**src/rtl/ser_ctrl_pkg.sv**
```systemverilog
package ser_ctrl_pkg;
  localparam int BYTE_W = 8;

  typedef struct packed {
    logic              wrEn;
    logic [BYTE_W-1:0] wrAddr;
    logic [BYTE_W-1:0] wrData;
    logic              rdLoad;
    logic [BYTE_W-1:0] rdAddr;
    logic              rdShift;
  } strobe_t;
endpackage

```
**src/rtl/ser_pin_sync.sv**
```systemverilog
module ser_pin_sync #(
  parameter int          W       = 3,
  parameter logic [W-1:0] RST_VAL = '0
) (
  input  logic         clk,
  input  logic         rst_n,
  input  logic [W-1:0] pinRaw,
  output logic [W-1:0] pinSync
);
  for (genvar g = 0; g < W; g++) begin : g_bit
    logic [1:0] stages;
    always_ff @(posedge clk or negedge rst_n) begin
      if (!rst_n) stages <= {2{RST_VAL[g]}};
      else        stages <= {stages[0], pinRaw[g]};
    end
    assign pinSync[g] = stages[1];
  end
endmodule

```
**src/rtl/ser_frame_ctrl.sv**
```systemverilog
module ser_frame_ctrl
  import ser_ctrl_pkg::*;
#(
  parameter int         NUM_REGS = 16,
  parameter logic [6:0] CHIP_ID  = 7'h04
) (
  input  logic    clk,
  input  logic    rst_n,
  input  logic    latchRaw,
  input  logic    sclkRaw,
  input  logic    dinRaw,
  input  logic    senseRaw,
  output strobe_t st,
  output logic    misoOe,
  output logic    standalone,
  output logic    master
);
  localparam int FRAME_BITS = 3 * BYTE_W;
  localparam int CW = $clog2(FRAME_BITS + 2);
  localparam logic [CW-1:0] CNT_FULL = CW'(FRAME_BITS);
  localparam logic [CW-1:0] CNT_SAT  = CW'(FRAME_BITS + 1);
  localparam logic [CW-1:0] CNT_HDR  = CW'(2 * BYTE_W - 1);
  localparam logic [CW-1:0] CNT_SH_LO = CW'(2 * BYTE_W + 1);
  localparam logic [CW-1:0] CNT_SH_HI = CW'(FRAME_BITS - 1);

  logic [2:0] syncd;
  logic latchS, sclkS, dinS;

  ser_pin_sync #(.W(3), .RST_VAL(3'b110)) i_sync (
    .clk(clk), .rst_n(rst_n),
    .pinRaw({latchRaw, sclkRaw, dinRaw}),
    .pinSync(syncd)
  );
  assign latchS = syncd[2];
  assign sclkS  = syncd[1];
  assign dinS   = syncd[0];

  // strap capture while reset is held
  logic strapSa, strapSense;
  always_ff @(posedge clk) begin
    if (!rst_n) begin
      strapSa    <= ~(latchRaw | sclkRaw | dinRaw);
      strapSense <= senseRaw;
    end
  end
  assign standalone = strapSa;
  assign master     = strapSa & strapSense;

  logic latchPrev, sclkPrev;
  always_ff @(posedge clk or negedge rst_n) begin
    if (!rst_n) begin
      latchPrev <= 1'b1;
      sclkPrev  <= 1'b1;
    end else begin
      latchPrev <= latchS;
      sclkPrev  <= sclkS;
    end
  end

  logic latchFall, latchRise, sclkRise, sclkFall;
  assign latchFall = ~latchS & latchPrev;
  assign latchRise = latchS & ~latchPrev;
  assign sclkRise  = sclkS & ~sclkPrev & ~latchS;
  assign sclkFall  = ~sclkS & sclkPrev & ~latchS;

  logic [CW-1:0]         bitCnt;
  logic [FRAME_BITS-1:0] shiftQ;
  logic                  rdArm, rdActive;

  // decode of a complete frame (at frame-select rise)
  logic       wrChipOk, wrDir, wrAddrOk;
  logic [7:0] wrAddr;
  assign wrChipOk = shiftQ[FRAME_BITS-1 -: 7] == CHIP_ID;
  assign wrDir    = shiftQ[2*BYTE_W];
  assign wrAddr   = shiftQ[2*BYTE_W-1 -: BYTE_W];
  assign wrAddrOk = {1'b0, wrAddr} < 9'(NUM_REGS);

  // decode of header bytes (after 16 bits)
  logic       rdChipOk, rdDir;
  assign rdChipOk = shiftQ[2*BYTE_W-1 -: 7] == CHIP_ID;
  assign rdDir    = shiftQ[BYTE_W];

  always_comb begin
    st         = '0;
    st.wrEn    = ~strapSa & latchRise & (bitCnt == CNT_FULL) & wrChipOk & ~wrDir & wrAddrOk;
    st.wrAddr  = wrAddr;
    st.wrData  = shiftQ[BYTE_W-1:0];
    st.rdLoad  = ~strapSa & rdArm & rdChipOk & rdDir;
    st.rdAddr  = shiftQ[BYTE_W-1:0];
    st.rdShift = rdActive & sclkFall & (bitCnt >= CNT_SH_LO) & (bitCnt <= CNT_SH_HI);
  end

  always_ff @(posedge clk or negedge rst_n) begin
    if (!rst_n) begin
      bitCnt   <= '0;
      shiftQ   <= '0;
      rdArm    <= 1'b0;
      rdActive <= 1'b0;
    end else begin
      rdArm <= 1'b0;
      if (latchFall) begin
        bitCnt   <= '0;
        rdActive <= 1'b0;
      end else if (latchRise) begin
        rdActive <= 1'b0;
      end else begin
        if (sclkRise) begin
          shiftQ <= {shiftQ[FRAME_BITS-2:0], dinS};
          if (bitCnt != CNT_SAT) bitCnt <= bitCnt + 1'b1;
          rdArm <= (bitCnt == CNT_HDR);
        end
        if (st.rdLoad) rdActive <= 1'b1;
      end
    end
  end

  assign misoOe = rdActive & ~latchS;

  p_cnt_bound_r2: assert property (@(posedge clk) disable iff (!rst_n)
    bitCnt <= CNT_SAT);
  p_wr_full_r3: assert property (@(posedge clk) disable iff (!rst_n)
    st.wrEn |-> $past(latchS == 1'b0));
  p_sa_quiet_r8: assert property (@(posedge clk) disable iff (!rst_n)
    strapSa |-> !rdActive);
endmodule

```
**src/rtl/ser_reg_dp.sv**
```systemverilog
module ser_reg_dp
  import ser_ctrl_pkg::*;
#(
  parameter int                       NUM_REGS     = 16,
  parameter logic [NUM_REGS*8-1:0]    REG_DEFAULTS = '0,
  parameter int                       MCLK_REG     = 0,
  parameter int                       MCLK_BIT     = 0
) (
  input  logic                     clk,
  input  logic                     rst_n,
  input  strobe_t                  st,
  input  logic                     standalone,
  output logic                     miso,
  output logic [NUM_REGS*8-1:0]    regFlat
);
  localparam int AW = $clog2(NUM_REGS);

  logic [BYTE_W-1:0] regs [NUM_REGS];
  logic [BYTE_W-1:0] rdSh;

  always_ff @(posedge clk or negedge rst_n) begin
    if (!rst_n) begin
      for (int i = 0; i < NUM_REGS; i++) regs[i] <= REG_DEFAULTS[i*8 +: 8];
    end else if (st.wrEn) begin
      regs[st.wrAddr[AW-1:0]] <= st.wrData;
    end
  end

  always_ff @(posedge clk or negedge rst_n) begin
    if (!rst_n) begin
      rdSh <= '0;
    end else if (st.rdLoad) begin
      rdSh <= ({1'b0, st.rdAddr} < 9'(NUM_REGS)) ? regs[st.rdAddr[AW-1:0]] : '0;
    end else if (st.rdShift) begin
      rdSh <= {rdSh[BYTE_W-2:0], 1'b0};
    end
  end
  assign miso = rdSh[BYTE_W-1];

  for (genvar g = 0; g < NUM_REGS; g++) begin : g_out
    localparam logic [7:0] FORCE = (g == MCLK_REG) ? 8'(1 << MCLK_BIT) : 8'h00;
    assign regFlat[g*8 +: 8] = standalone ? (REG_DEFAULTS[g*8 +: 8] | FORCE) : regs[g];
  end

  p_commit_r4: assert property (@(posedge clk) disable iff (!rst_n)
    st.wrEn |=> regs[$past(st.wrAddr[AW-1:0])] == $past(st.wrData));
  p_sa_nowrite_r8: assert property (@(posedge clk) disable iff (!rst_n)
    standalone |-> !st.wrEn && !st.rdLoad);
endmodule

```
**src/rtl/ser_ctrl_slave.sv**
```systemverilog
module ser_ctrl_slave
  import ser_ctrl_pkg::*;
#(
  parameter int                    NUM_REGS     = 16,
  parameter logic [6:0]            CHIP_ID      = 7'h04,
  parameter logic [NUM_REGS*8-1:0] REG_DEFAULTS = '0,
  parameter int                    MCLK_REG     = 0,
  parameter int                    MCLK_BIT     = 0
) (
  input  logic                  clk,
  input  logic                  rst_n,
  input  logic                  spiLatchN,
  input  logic                  spiSclk,
  input  logic                  spiMosi,
  input  logic                  spiMisoSense,
  output logic                  spiMiso,
  output logic                  spiMisoOe,
  output logic                  standaloneMode,
  output logic                  portMaster,
  output logic [NUM_REGS*8-1:0] regFlat
);
  strobe_t st;

  ser_frame_ctrl #(.NUM_REGS(NUM_REGS), .CHIP_ID(CHIP_ID)) i_ctrl (
    .clk(clk), .rst_n(rst_n),
    .latchRaw(spiLatchN), .sclkRaw(spiSclk), .dinRaw(spiMosi), .senseRaw(spiMisoSense),
    .st(st), .misoOe(spiMisoOe), .standalone(standaloneMode), .master(portMaster)
  );

  ser_reg_dp #(.NUM_REGS(NUM_REGS), .REG_DEFAULTS(REG_DEFAULTS),
               .MCLK_REG(MCLK_REG), .MCLK_BIT(MCLK_BIT)) i_dp (
    .clk(clk), .rst_n(rst_n), .st(st), .standalone(standaloneMode),
    .miso(spiMiso), .regFlat(regFlat)
  );

  p_oe_quiet_r6: assert property (@(posedge clk) disable iff (!rst_n)
    ($past(spiLatchN, 2) && $past(spiLatchN)) |-> !spiMisoOe);
endmodule

```
**config.mk**
```make
export PLATFORM = sky130hd
export DESIGN_NAME = ser_ctrl_slave
export DESIGN_NICKNAME = d
export VERILOG_FILES = /design/src/rtl/ser_ctrl_pkg.sv /design/src/rtl/ser_pin_sync.sv /design/src/rtl/ser_frame_ctrl.sv /design/src/rtl/ser_reg_dp.sv /design/src/rtl/ser_ctrl_slave.sv
export SDC_FILE = /design/constraint.sdc
export NUM_CORES = 1
export LEC_CHECK = 0
export BUFFER_PORTS_ARGS = -buffer_cell sky130_fd_sc_hd__buf_4
export CAP_MARGIN = 15
export CORE_UTILIZATION = 57
export CTS_CLUSTER_DIAMETER = 100
export CTS_CLUSTER_SIZE = 14
export DETAILED_ROUTE_END_ITERATION = 7
export PLACE_DENSITY = 0.76
export SLEW_MARGIN = 20
export SYNTH_ARGS = -nofsm -noshare
export SYNTH_HDL_FRONTEND = slang
export SYNTH_SLANG_ARGS = --single-unit
```
**constraint.sdc**
```tcl
create_clock -name clk -period 3.1 [get_ports clk]
set_clock_uncertainty 0.2 [all_clocks]
set_input_delay 0.465 -clock clk [delete_from_list [all_inputs] [get_ports clk]]
set_output_delay 0.465 -clock clk [all_outputs]
set_load 0.02 [all_outputs]
```
* Yosys cells after proc, flatten, opt, wreduce, memory -nomap -nowiden
Cells that the tools add are included.
** Word-level totals
- Bits in registers :: 177
- Input bits :: 6
- Output and inout port bits :: 132
- Logic and storage cells :: 116
** Operators by class
- $add $sub $neg :: 1
- Order comparisons :: 7
- Eq/ne operators :: 6
- Muxes and demuxes :: 35
- Bitwise operators :: 32
- Reduce and logical (&&, ||, !) cells :: 7
** Operator list (number)
- two-way mux 8 bit :: 22
- bitwise mux 128 bit :: 1
- binary-select mux 8 bit (select 4 bit) :: 1
- demux 8 bit (select 4 bit) :: 1
- two-way mux 5 bit :: 4
- bitwise AND 1 bit :: 19
- < comparator 8 x 5 -> 1 bit (second input constant) :: 2
- greater-or-equal comparator 5 bit (second input constant) :: 3
- equality test 7 x 3 -> 1 bit (second input constant) :: 2
- inverter 4 -> 5 bit :: 2
- inverter 1 bit :: 9
- two-way mux 1 bit :: 6
- AND reduction 3 bit :: 2
- nonzero test 2 bit :: 3
- adder 5 x 1 -> 5 bit (second input constant) :: 1
- equality test 5 x 4 -> 1 bit (second input constant) :: 1
- equality test 5 bit (second input constant) :: 1
- <= comparator 5 bit (second input constant) :: 1
- < comparator 5 x 1 -> 1 bit (second input constant) :: 1
- inequality test 5 bit (second input constant) :: 1
- nonzero test 3 bit :: 1
- inequality test 2 x 1 -> 1 bit (second input constant) :: 1
- bitwise OR 1 bit :: 2
- logical AND 1 bit :: 1

* Depth between registers and ports, before layout
Gate-level depths: netlist of run 1.
- Word-level depth :: 8
- Depth in mapped cells :: 7

* Hierarchy
From an unflattened synthesis of run 1, not the netlist that was laid out.
** Unflattened totals
- Cells, all modules :: 738
- Area total of the unflattened synthesis :: 9146.3 sq um
** Modules (own cells, without submodules)
- ser_reg_dp :: instances 1, cells each 575, area each 7174.4 sq um, seq. area each 3403.3 sq um
- ser_frame_ctrl :: instances 1, cells each 154, area each 1794.2 sq um, seq. area each 888.4 sq um
- ser_pin_sync :: instances 1, cells each 9, area each 177.7 sq um, seq. area each 155.1 sq um

* Worst setup path before layout of run 1
OpenSTA, ideal clock, no wires.
- Path type :: flip-flop to flip-flop
- From :: register i_ctrl.latchPrev
- To :: register i_ctrl.bitCnt[3]
- Setup time :: 0.124 ns
- Data arrival time :: 1.888 ns
- Required time :: 2.776 ns
- Path slack :: 0.888 ns
- Stages on the path, launching flop included :: 8
- Buffers on the path :: 0
- Period minus slack after synthesis :: 2.212 ns
- Cell sequence :: dfstp_2 > inv_1 > ha_1 > or4b_2 > a21oi_1 > nand4_1 > xor2_1 > nor2_1
** On the way
- Cells in the longest elaborated chain, start to end :: 4
- Elaborated cells on any way between the ends :: 8
- Those cells by class :: eq/ne: 1; mux: 1; bitwise: 3; reduce/logical: 3
** Ends and longest elaborated chain
- start: declaration :: line ser_frame_ctrl.sv:49 : logic latchPrev, sclkPrev;
- start signal: assignment :: line ser_frame_ctrl.sv:55 : latchPrev <= latchS;
- inverter 1 bit :: line ser_frame_ctrl.sv:62 : assign latchRise = latchS & ~latchPrev;
- bitwise AND 1 bit :: line ser_frame_ctrl.sv:62
- inequality test 2 x 1 -> 1 bit (no line)
- AND reduction 3 bit (no line)
- end signal: assignment :: line ser_frame_ctrl.sv:109 : if (bitCnt != CNT_SAT) bitCnt <= bitCnt + 1'b1;
- end: declaration :: line ser_frame_ctrl.sv:66 : logic [CW-1:0] bitCnt;
Parallel ways exist; a longest one is shown, timed or not.
A chain may end at the register's enable or synchronous reset.

* Final worst setup path of run 1
- From :: register i_ctrl.i_sync.g_bit[2].stages[1]
- To :: register i_dp.regs[103] in the netlist's numbering
** On the way
- Cells in the longest elaborated chain, start to end :: 6
** Ends and longest elaborated chain
- start: declaration :: line ser_pin_sync.sv:11 : logic [1:0] stages;
- start signal: assignment :: line ser_pin_sync.sv:13 : if (!rst_n) stages <= {2{RST_VAL[g]}};
- start signal: assignment :: line ser_pin_sync.sv:14 : else stages <= {stages[0], pinRaw[g]};
- bitwise AND 1 bit :: line ser_frame_ctrl.sv:62
- bitwise AND 1 bit (5 in a row) :: line ser_frame_ctrl.sv:85 : st.wrEn = ~strapSa & latchRise & (bitCnt == CNT_FULL) & wrChipOk & ~wrDir & wrAddrOk;
- end signal: indexed assignment :: line ser_reg_dp.sv:25 : regs[st.wrAddr[AW-1:0]] <= st.wrData;
- end: declaration :: line ser_reg_dp.sv:18 : logic [BYTE_W-1:0] regs [NUM_REGS];
Every way passes these cells.

==> results of run 1 <==
==> path summary, 6_finish.rpt <==
kind	from	to	slack (ns)	cells after the start
worst min-delay path	i_ctrl.i_sync.g_bit[0].stages[0]	i_ctrl.i_sync.g_bit[0].stages[1]	0.15	0
worst max-delay path	i_ctrl.i_sync.g_bit[2].stages[1]	i_dp.regs[103]	0.58	6
max in group asynchronous	rst_n	i_dp.regs[48]	1.40	3
worst max register to register	i_ctrl.i_sync.g_bit[2].stages[1]	i_dp.regs[103]	0.58	6
min in group asynchronous	rst_n	i_dp.regs[116]	0.36	2
worst min register to register	i_ctrl.i_sync.g_bit[0].stages[0]	i_ctrl.i_sync.g_bit[0].stages[1]	0.15	0
==> layout make-up <==
class	count	area, um^2
flip-flops and latches	177	4450
clock inverters	11	116
inverters	9	33.8
repair buffers	157	1240
fillers	1093	4570
multi-input cells	428	4250
clock buffers	20	447
well taps	211	264
==> synth_stat cells (2+ instances only) <==
master / instances
nor2b_1: 132
mux4_2: 32
clkbuf_1: 18
mux2i_1: 14
dlygate4sd1_1: 6
clkbuf_8: 3
nor4bb_1: 2
nand2b_1: 3
dfrtp_1: 169
nand2_1: 10
buf_1: 4
nor2_1: 6
dfstp_2: 6
nand3_2: 2
o21ai_0: 11
buf_4: 4
and4_2: 4
mux2_4: 8
clkbuf_2: 2
nand4_1: 2
and2_1: 2
mux2_2: 143
o221ai_1: 6
nand3_1: 3
a21oi_1: 3
and3b_1: 2
xor2_1: 2
inv_1: 9
nand3_4: 10
edfxtp_1: 2
o21a_1: 8
nor3_1: 2
ha_1: 6
buf_2: 9
==> flip-flops by register name (all words and copies together) (netlist names) <==
register	count
i_dp.regs	128
i_ctrl.shiftQ	24
i_dp.rdSh	8
i_ctrl.i_sync.g_bit.stages	6
i_ctrl.bitCnt	5
i_ctrl.latchPrev	1
i_ctrl.rdActive	1
i_ctrl.rdArm	1
i_ctrl.sclkPrev	1
i_ctrl.standalone	1
i_ctrl.strapSense	1
==> cell usage in the layout, fill, tap and decap left out, drive strengths merged, types with 4 or more instances in the layout <==
| master | instances |
|---|---|
| and4 | 4 |
| nand3 | 15 |
| o21a | 8 |
| clkbuf | 20 |
| mux2i | 14 |
| buf | 152 |
| clkinv | 6 |
| dlygate4sd3 | 5 |
| nand2 | 10 |
| mux4 | 32 |
| o221ai | 6 |
| dfrtp | 169 |
| inv | 9 |
| ha | 6 |
| mux2 | 151 |
| o21ai | 11 |
| dfstp | 6 |
| nor2 | 6 |
| nor2b | 132 |
==> routing by layer <==
metal	vias to the layer above	part of all wire	wire, um
li1	2602	-	-
met1	2976	0.44	9480
met2	185	0.50	10700
met3	16	0.050	1080
met4	0	0.010	218
met5	-	0	0
==> logic make-up after synthesis <==
logic type / Yosys count / share of synthesized area
AO/OA/AOI/OAI: 31 / 0.0230
XOR/XNOR: 2 / 0.00193
adder cells (fa/ha/maj): 6 / 0.00828
buffers and inverters: 61 / 0.0429
flip-flops: 177 / 0.490
multiplexers: 197 / 0.286
AND/OR/NAND/NOR: 192 / 0.148
==> repair_timing <==
item / in CTS / in global routing
hold buffers: 5 / 0
endpoints found under the setup margin: 0 / 0
endpoints found under the hold margin: 51 / 0
==> stage by stage <==
stage	instance area, um^2	cells
3_5_place_dp	10200	977
2_1_floorplan	9070	666
6_report	10800	1013
3_3_place_gp	10200	977
4_1_cts	10800	1013
5_1_grt	10800	1013
==> power by group through the flow <==
stage / Combinational, mW / Sequential, mW / Clock (mW)
after floorplan: 0.536 / 2.42 / 0
after global placement: 0.595 / 2.52 / 0
after detailed placement: 0.604 / 2.53 / 0
after CTS: 0.611 / 2.49 / 2.10
after global routing: 0.650 / 2.49 / 2.20
final: 0.601 / 2.49 / 2.07
==> metrics.md, run 1 <==
| Metric | Value |
|---|---|
| H-tree depth | 4 |
| Pre-CTS setup slack | 0.605 ns |
| Hold Slack | between 0.15 and 0.2 ns |
| Sw frac | 0.264 |
| DRC Markers | 0 |
| TritonRoute pass-1 iters | 5 |
| Global-route wire length before repair | approximately 34000 um |
| DR iter-0 viols | between 400 and 500 |
| Port Buf Inserts | 137 |
| HP Class | flip-flop to flip-flop |
| Routed wire length | roughly 21000 um |
| Maximum clock frequency | between 300 and 400 MHz |
| Grt met3 use | 0.0463 |
| Worst slew pin tran | 0.788 ns |
| Max Cap Violations | 0 |
| Crit-path max cell delay | ~0.6 ns |
| Gp weighted congestion | between 0.8 and 0.9 |
| Post-synthesis cell type count | between 50 and 60 |
| RSZ-0062 raised after global routing | no |
| VDD IR max | 0.380 mV |
| Post-Synthesis Cell Area | about 9000 um^2 |
| Leakage power | about 5.3 nW |
| ANT cells | 0 |
| DP HPWL | between 10000 and 15000 um |
| Final period util | 0.812 |
| Cell taking the most area after synthesis | dfrtp_1 |
| Element type at the critical path start | flip-flop |
| Placement Rows | between 40 and 50 |
| Via count of the first global-routing pass | roughly 5900 |
| Clk network pwr share | 0.402 |
| Prevailing post-synth register cell | dfrtp_1 |
| Largest net degree at the start of global routing | 131 |
| Post-Syn Area per Cell | around 14 um^2 |
| Status | complete, no violations |
| Post-synth EDFFs | 2 |
| Setup tns final | 0 ns |
| Share of the synthesized area in the top cell type | 0.466 |
| Yosys reg bits | approximately 180 |
| GRT overflow | 0 |
| Final core utilization | 0.703 |
| CTS Buf Count | 17 |
| Met2 Resource Use GR | 0.446 |
| Worst-path fanout max | 12 |
| Critical path data arrival time | approximately 2.6 ns |
| Fin. Hold Viols | 0 |
| GR peak layer | met2 |
| Via density | between 5 and 6 |
| CTS Sinks | about 180 |
| YS warnings | 0 |
| Full die area | roughly 16000 um^2 |
| # resized after CTS | 0 |
| Clk_lat worst skew | approximately 0.43 ns |
| WS Path Type | flip-flop to flip-flop |
| Vias after detailed routing | ~5800 |
| Crit-path cells | ha_1, nand3_1, nor3_4, buf_4, nand3_2, mux2_2 |
| Reg clk slew, reported paths | roughly 0.07 ns |
| Starting Density | 0.590 |
| Slew headroom | 0.474 |
| Chip height | about 130 um |
| Nature of the critical path endpoint | flip-flop |
| IO Count | approximately 140 |
| Setup repair bufs after CTS | 0 |
| Pwr Density | between 400 and 500 nW/um^2 |
| Antenna Nets Post-Route | 0 |
| CP bufs+invs | 1 |
| Routed WL per cell | 21.2 um |
| Share of cells above drive strength 1 | 0.490 |
| Slowest CP cell | dfstp_2 |
| Met1 Use GR | 0.399 |
| Seq pwr share | 0.482 |
| Area Overhead vs Synth | 19.1% |
| Final #Nets | approximately 800 |
| Comb pwr share | 0.117 |
| Design Power | between 5 and 6 mW |
| Die W | approximately 130 um |
| Final Slew Violations | 0 |
| Worst path required time | 3.20 ns |
| Asr flop ratio synth | 0.989 |
| CTS tree | done |
| Fin crit period | between 2 and 3 ns |
| Sw power | between 1 and 1.5 mW |
| Top post-synthesis cells by area | dfrtp_1 (47%), mux2_2 (18%), nor2b_1 (9.1%) |
| Register area share after synthesis | 0.490 |
| Root Driver | clkbuf_16 |
| Net Count, Synth | just under 700 |
| # setup viols final | 0 |
| Antenna violations before repair | 0 |
| CP top delay family | simple AND/OR/NAND/NOR gates |
| Maximum clock path buffer count | 2 |
| Pint | approximately 3.8 mW |
| Core area | between 15000 and 20000 um^2 |
| Post-route setup slack | 0.581 ns |
| GRT Util Overall | 0.279 |
| Syn Inst Count | ~670 |
(Power assumes the default switching activity.)
==> inputs of run 2 (changes only) <==
--- a/config.mk
+++ b/config.mk
@@ -7,11 +7,11 @@
 export LEC_CHECK = 0
 export BUFFER_PORTS_ARGS = -buffer_cell sky130_fd_sc_hd__buf_4
 export CAP_MARGIN = 15
-export CORE_UTILIZATION = 57
+export CORE_UTILIZATION = 52
 export CTS_CLUSTER_DIAMETER = 100
 export CTS_CLUSTER_SIZE = 14
 export DETAILED_ROUTE_END_ITERATION = 7
-export PLACE_DENSITY = 0.76
+export PLACE_DENSITY = 0.73
 export SLEW_MARGIN = 20
 export SYNTH_ARGS = -nofsm -noshare
 export SYNTH_HDL_FRONTEND = slang
==> constraint.sdc (replaced) <==
create_clock -name clk -period 2.2 [get_ports clk]
set_clock_uncertainty 0.2 [all_clocks]
set_input_delay 0.33 -clock clk [delete_from_list [all_inputs] [get_ports clk]]
set_output_delay 0.33 -clock clk [all_outputs]
set_load 0.02 [all_outputs]
==> run 2 against run 1 <==
The run now ends with negative setup slack left. Via count rose by 7.5%. Cell area increased by 8.0%. Sequential power grew 37%. Setup slack lost 0.66 ns. Non-clock buffer count grew 48. Sequential cell count unchanged. Critical path depth grew 1. Total power grew 42%. Register-to-register slack worse by 0.66 ns. Clock power is 34% higher.
==> metrics.md, run 2 (synthesis gave the netlist of run 1 again) <==
| Metric | Value |
|---|---|
| Design Area, Final | 11700 um^2 (+8.0%) |
| Antenna violations before repair | 0 (unchanged) |
| Largest Register | i_dp.regs |
| Routed WL per cell | 22.9 um (+8.1%) |
| Element type at the critical path start | flip-flop |
| Grt met3 use | 0.0457 (-0.000598) |
| Final #Nets | 850 (+6.0%) |
| RSZ-0062 raised after global routing | yes |
| Worst slew pin tran | 0.788 ns (-0.000142 ns) |
| CTS tree | done |
| # setup viols final | 81 (+81) |
| Max reg flops | 128 (unchanged) |
| Maximum clock path buffer count | 2 (unchanged) |
| Full die area | 18000 um^2 (+9.5%) |
| Leakage power | 5.60 nW (+6.6%) |
| H-tree depth | 4 (unchanged) |
| Fin. Hold Viols | 0 (unchanged) |
| Commonest non-fill, non-tap cell in the layout | buf_4 |
| R2R Path Start | i_ctrl.i_sync.g_bit[2].stages[1] |
| Worst path required time | 2.31 ns (-0.89 ns) |
| Vias after detailed routing | 6210 (+7.5%) |
| Port Buf Inserts | 137 (unchanged) |
| IO Count | 138 (unchanged) |
| Dpl cell area | 10500 um^2 (+3.5%) |
| CTS Buf Count | 17 (unchanged) |
| Global-route wire length before repair | 37200 um (+10%) |
| Fin crit period | 2.28 ns (-0.238 ns) |
| Critical path data arrival time | 2.39 ns (-0.23 ns) |
| Comb pwr share | 0.157 (+0.040) |
| GRT overflow | 0 (unchanged) |
| Gp weighted congestion | 0.844 (+3.1%) |
| Most frequent cells in the layout | buf_4 (177), dfrtp_1 (168), mux2_2 (110), nor2b_1 (100), mux2_4 (41) |
| Share of cells above drive strength 1 | 0.571 (+0.0811) |
| Root Driver | clkbuf_16 |
| Via count of the first global-routing pass | 6438 (+9.9%) |
| WS Path Type | flip-flop to flip-flop |
| Reg2Reg Depth | 7 (+1) |
| Pwr Density | 628 nW/um^2 (+31%) |
| Die W | 134 um (+4.6%) |
| Chip height | 134 um (+4.6%) |
| Hold Path Cell Cnt | 0 (unchanged) |
| Slew headroom | 0.474 (about the same) |
| Pre-CTS setup slack | -0.121 ns (-0.726 ns) |
| Met2 Resource Use GR | 0.461 (+0.0155) |
| Status | complete, but fails checks |
| Top Registers | i_dp.regs: 128 flops, i_ctrl.shiftQ: 24 flops, i_dp.rdSh: 8 flops |
| TritonRoute pass-1 iters | 4 (-1) |
| Worst-path fanout max | 8 (-4) |
| Nature of the critical path endpoint | flip-flop |
| Placement Rows | 47 (+4.4%) |
| Hold_sp | i_ctrl.i_sync.g_bit[2].stages[0] |
| Post-route setup slack | -0.0810 ns (-0.662 ns) |
| Final core utilization | 0.693 (-0.00922) |
| Final period util | 1.04 (+0.224) |
| Starting Density | 0.539 (-0.0508) |
| Seq pwr share | 0.465 (-0.017) |
| DR iter-0 viols | 417 (+0.48%) |
| Sw frac | 0.283 (+0.0190) |
| Failing checks | negative setup slack |
| DP HPWL | 15300 um (+5.8%) |
| Routed wire length | 24500 um (+14%) |
| Antenna Nets Post-Route | 0 (unchanged) |
| Maximum clock frequency | 438 MHz (+10%) |
| ANT cells | 0 (unchanged) |
| VDD IR max | 0.584 mV (+53%) |
| Critical R2R Capture | i_dp.regs[81] |
| HP Class | flip-flop to flip-flop |
| Clk_lat worst skew | 0.43 ns (about the same) |
| Clk network pwr share | 0.378 (-0.024) |
| Via density | 5.80 (+1.6%) |
| CTS Sinks | 177 (unchanged) |
| Hold Crit Endpoint | i_ctrl.i_sync.g_bit[2].stages[1] |
| GR peak layer | met2 |
| Met1 Use GR | 0.364 (-0.0350) |
| Reg clk slew, reported paths | 0.07 ns (about the same) |
| Pint | 5.25 mW (+38%) |
| GRT Util Overall | 0.276 (-0.00246) |
| Setup slack, reg-to-reg | -0.08 ns (-0.66 ns) |
| Area Overhead vs Synth | 28.6% |
| DRC Markers | 0 (unchanged) |
| Final Slew Violations | 0 (unchanged) |
| Largest net degree at the start of global routing | 66 (-50%) |
| Core area | 16800 um^2 (+9.4%) |
| Max Cap Violations | 0 (unchanged) |
| Design Power | 7.33 mW (+42%) |
| Sw power | 2.08 mW (+52%) |
## run 2: changes by cell type in the layout (fill, tap and decap cells not counted), moves of 6 or more
cell	change
buf_12	+6
buf_4	+30
nor2b_2	+31
mux2_2	-33
mux2_4	+33
buf_6	+6
nor2b_1	-32
## run 2: worst max-delay path: stages (launching register included)
cell and delay, ns:
dfstp_2 0.56, ha_4 0.17, nand3_2 0.10, nor3_4 0.25, buf_6 0.17, buf_8 0.13, nand3_4 0.20, mux2_4 0.37
## run 2: repair_timing
item / CTS / global route
resized for setup: 32 / 70
endpoints found under the hold margin: 148 / 0
endpoints found under the setup margin: 284 / 250
hold buffers: 5 / 0
cloned: 3 / 2
pin swaps: 3 / 8
setup buffers: 5 / 3
## run 2: routing by layer
| layer | part of all wire | routed length [um] |
|---|---|---|
| met5 | 0 | 0 |
| met4 | 0.017 | 428 |
| met3 | 0.047 | 1150 |
| met2 | 0.51 | 12600 |
| met1 | 0.42 | 10400 |
## run 2: worst max-delay path by stage
| stage | endpoint | startpoint | slack (ns) | depth (start not counted) |
|---|---|---|---|---|
| 2_1_floorplan | i_ctrl.bitCnt[3] | i_ctrl.latchPrev | 0.05 | 7 |
| 3_3_place_gp | i_ctrl.bitCnt[3] | i_ctrl.latchPrev | -0.04 | 7 |
| 3_5_place_dp | i_ctrl.bitCnt[3] | i_ctrl.latchPrev | -0.12 | 7 |
| 4_1_cts | regFlat[15] | i_ctrl.standalone | -0.04 | 4 |
| 5_1_grt | i_dp.regs[87] | i_ctrl.shiftQ[18] | -0.14 | 7 |
| 6_report | i_dp.regs[81] | i_ctrl.i_sync.g_bit[2].stages[1] | -0.08 | 7 |
## run 2: metrics by stage
step	TNS, ns	hold WS [ns]	instances
after floorplan	0	-0.166	666
after global placement	-0.710	0.0299	1022
after detailed placement	-6.38	0.0325	1022
after CTS	-1.09	0.156	1067
after global routing	-11.43	0.164	1071
final	-3.07	0.155	1071
## run 2: area by class of cell
class	instances	area, um^2
fillers	1201	5160
multi-input cells	428	4560
flip-flops and latches	177	4450
repair buffers	205	1810
clock buffers	20	447
well taps	220	275
clock inverters	12	86.3
inverters	9	36.3
## run 2: power groups by stage
| stage | sequential [mW] | combinational [mW] | clock (mW) |
|---|---|---|---|
| 2_1_floorplan | 3.41 | 0.757 | 0 |
| 3_3_place_gp | 3.46 | 1.01 | 0 |
| 3_5_place_dp | 3.46 | 1.04 | 0 |
| 4_1_cts | 3.40 | 1.10 | 2.80 |
| 5_1_grt | 3.41 | 1.22 | 2.95 |
| 6_report | 3.40 | 1.15 | 2.77 |
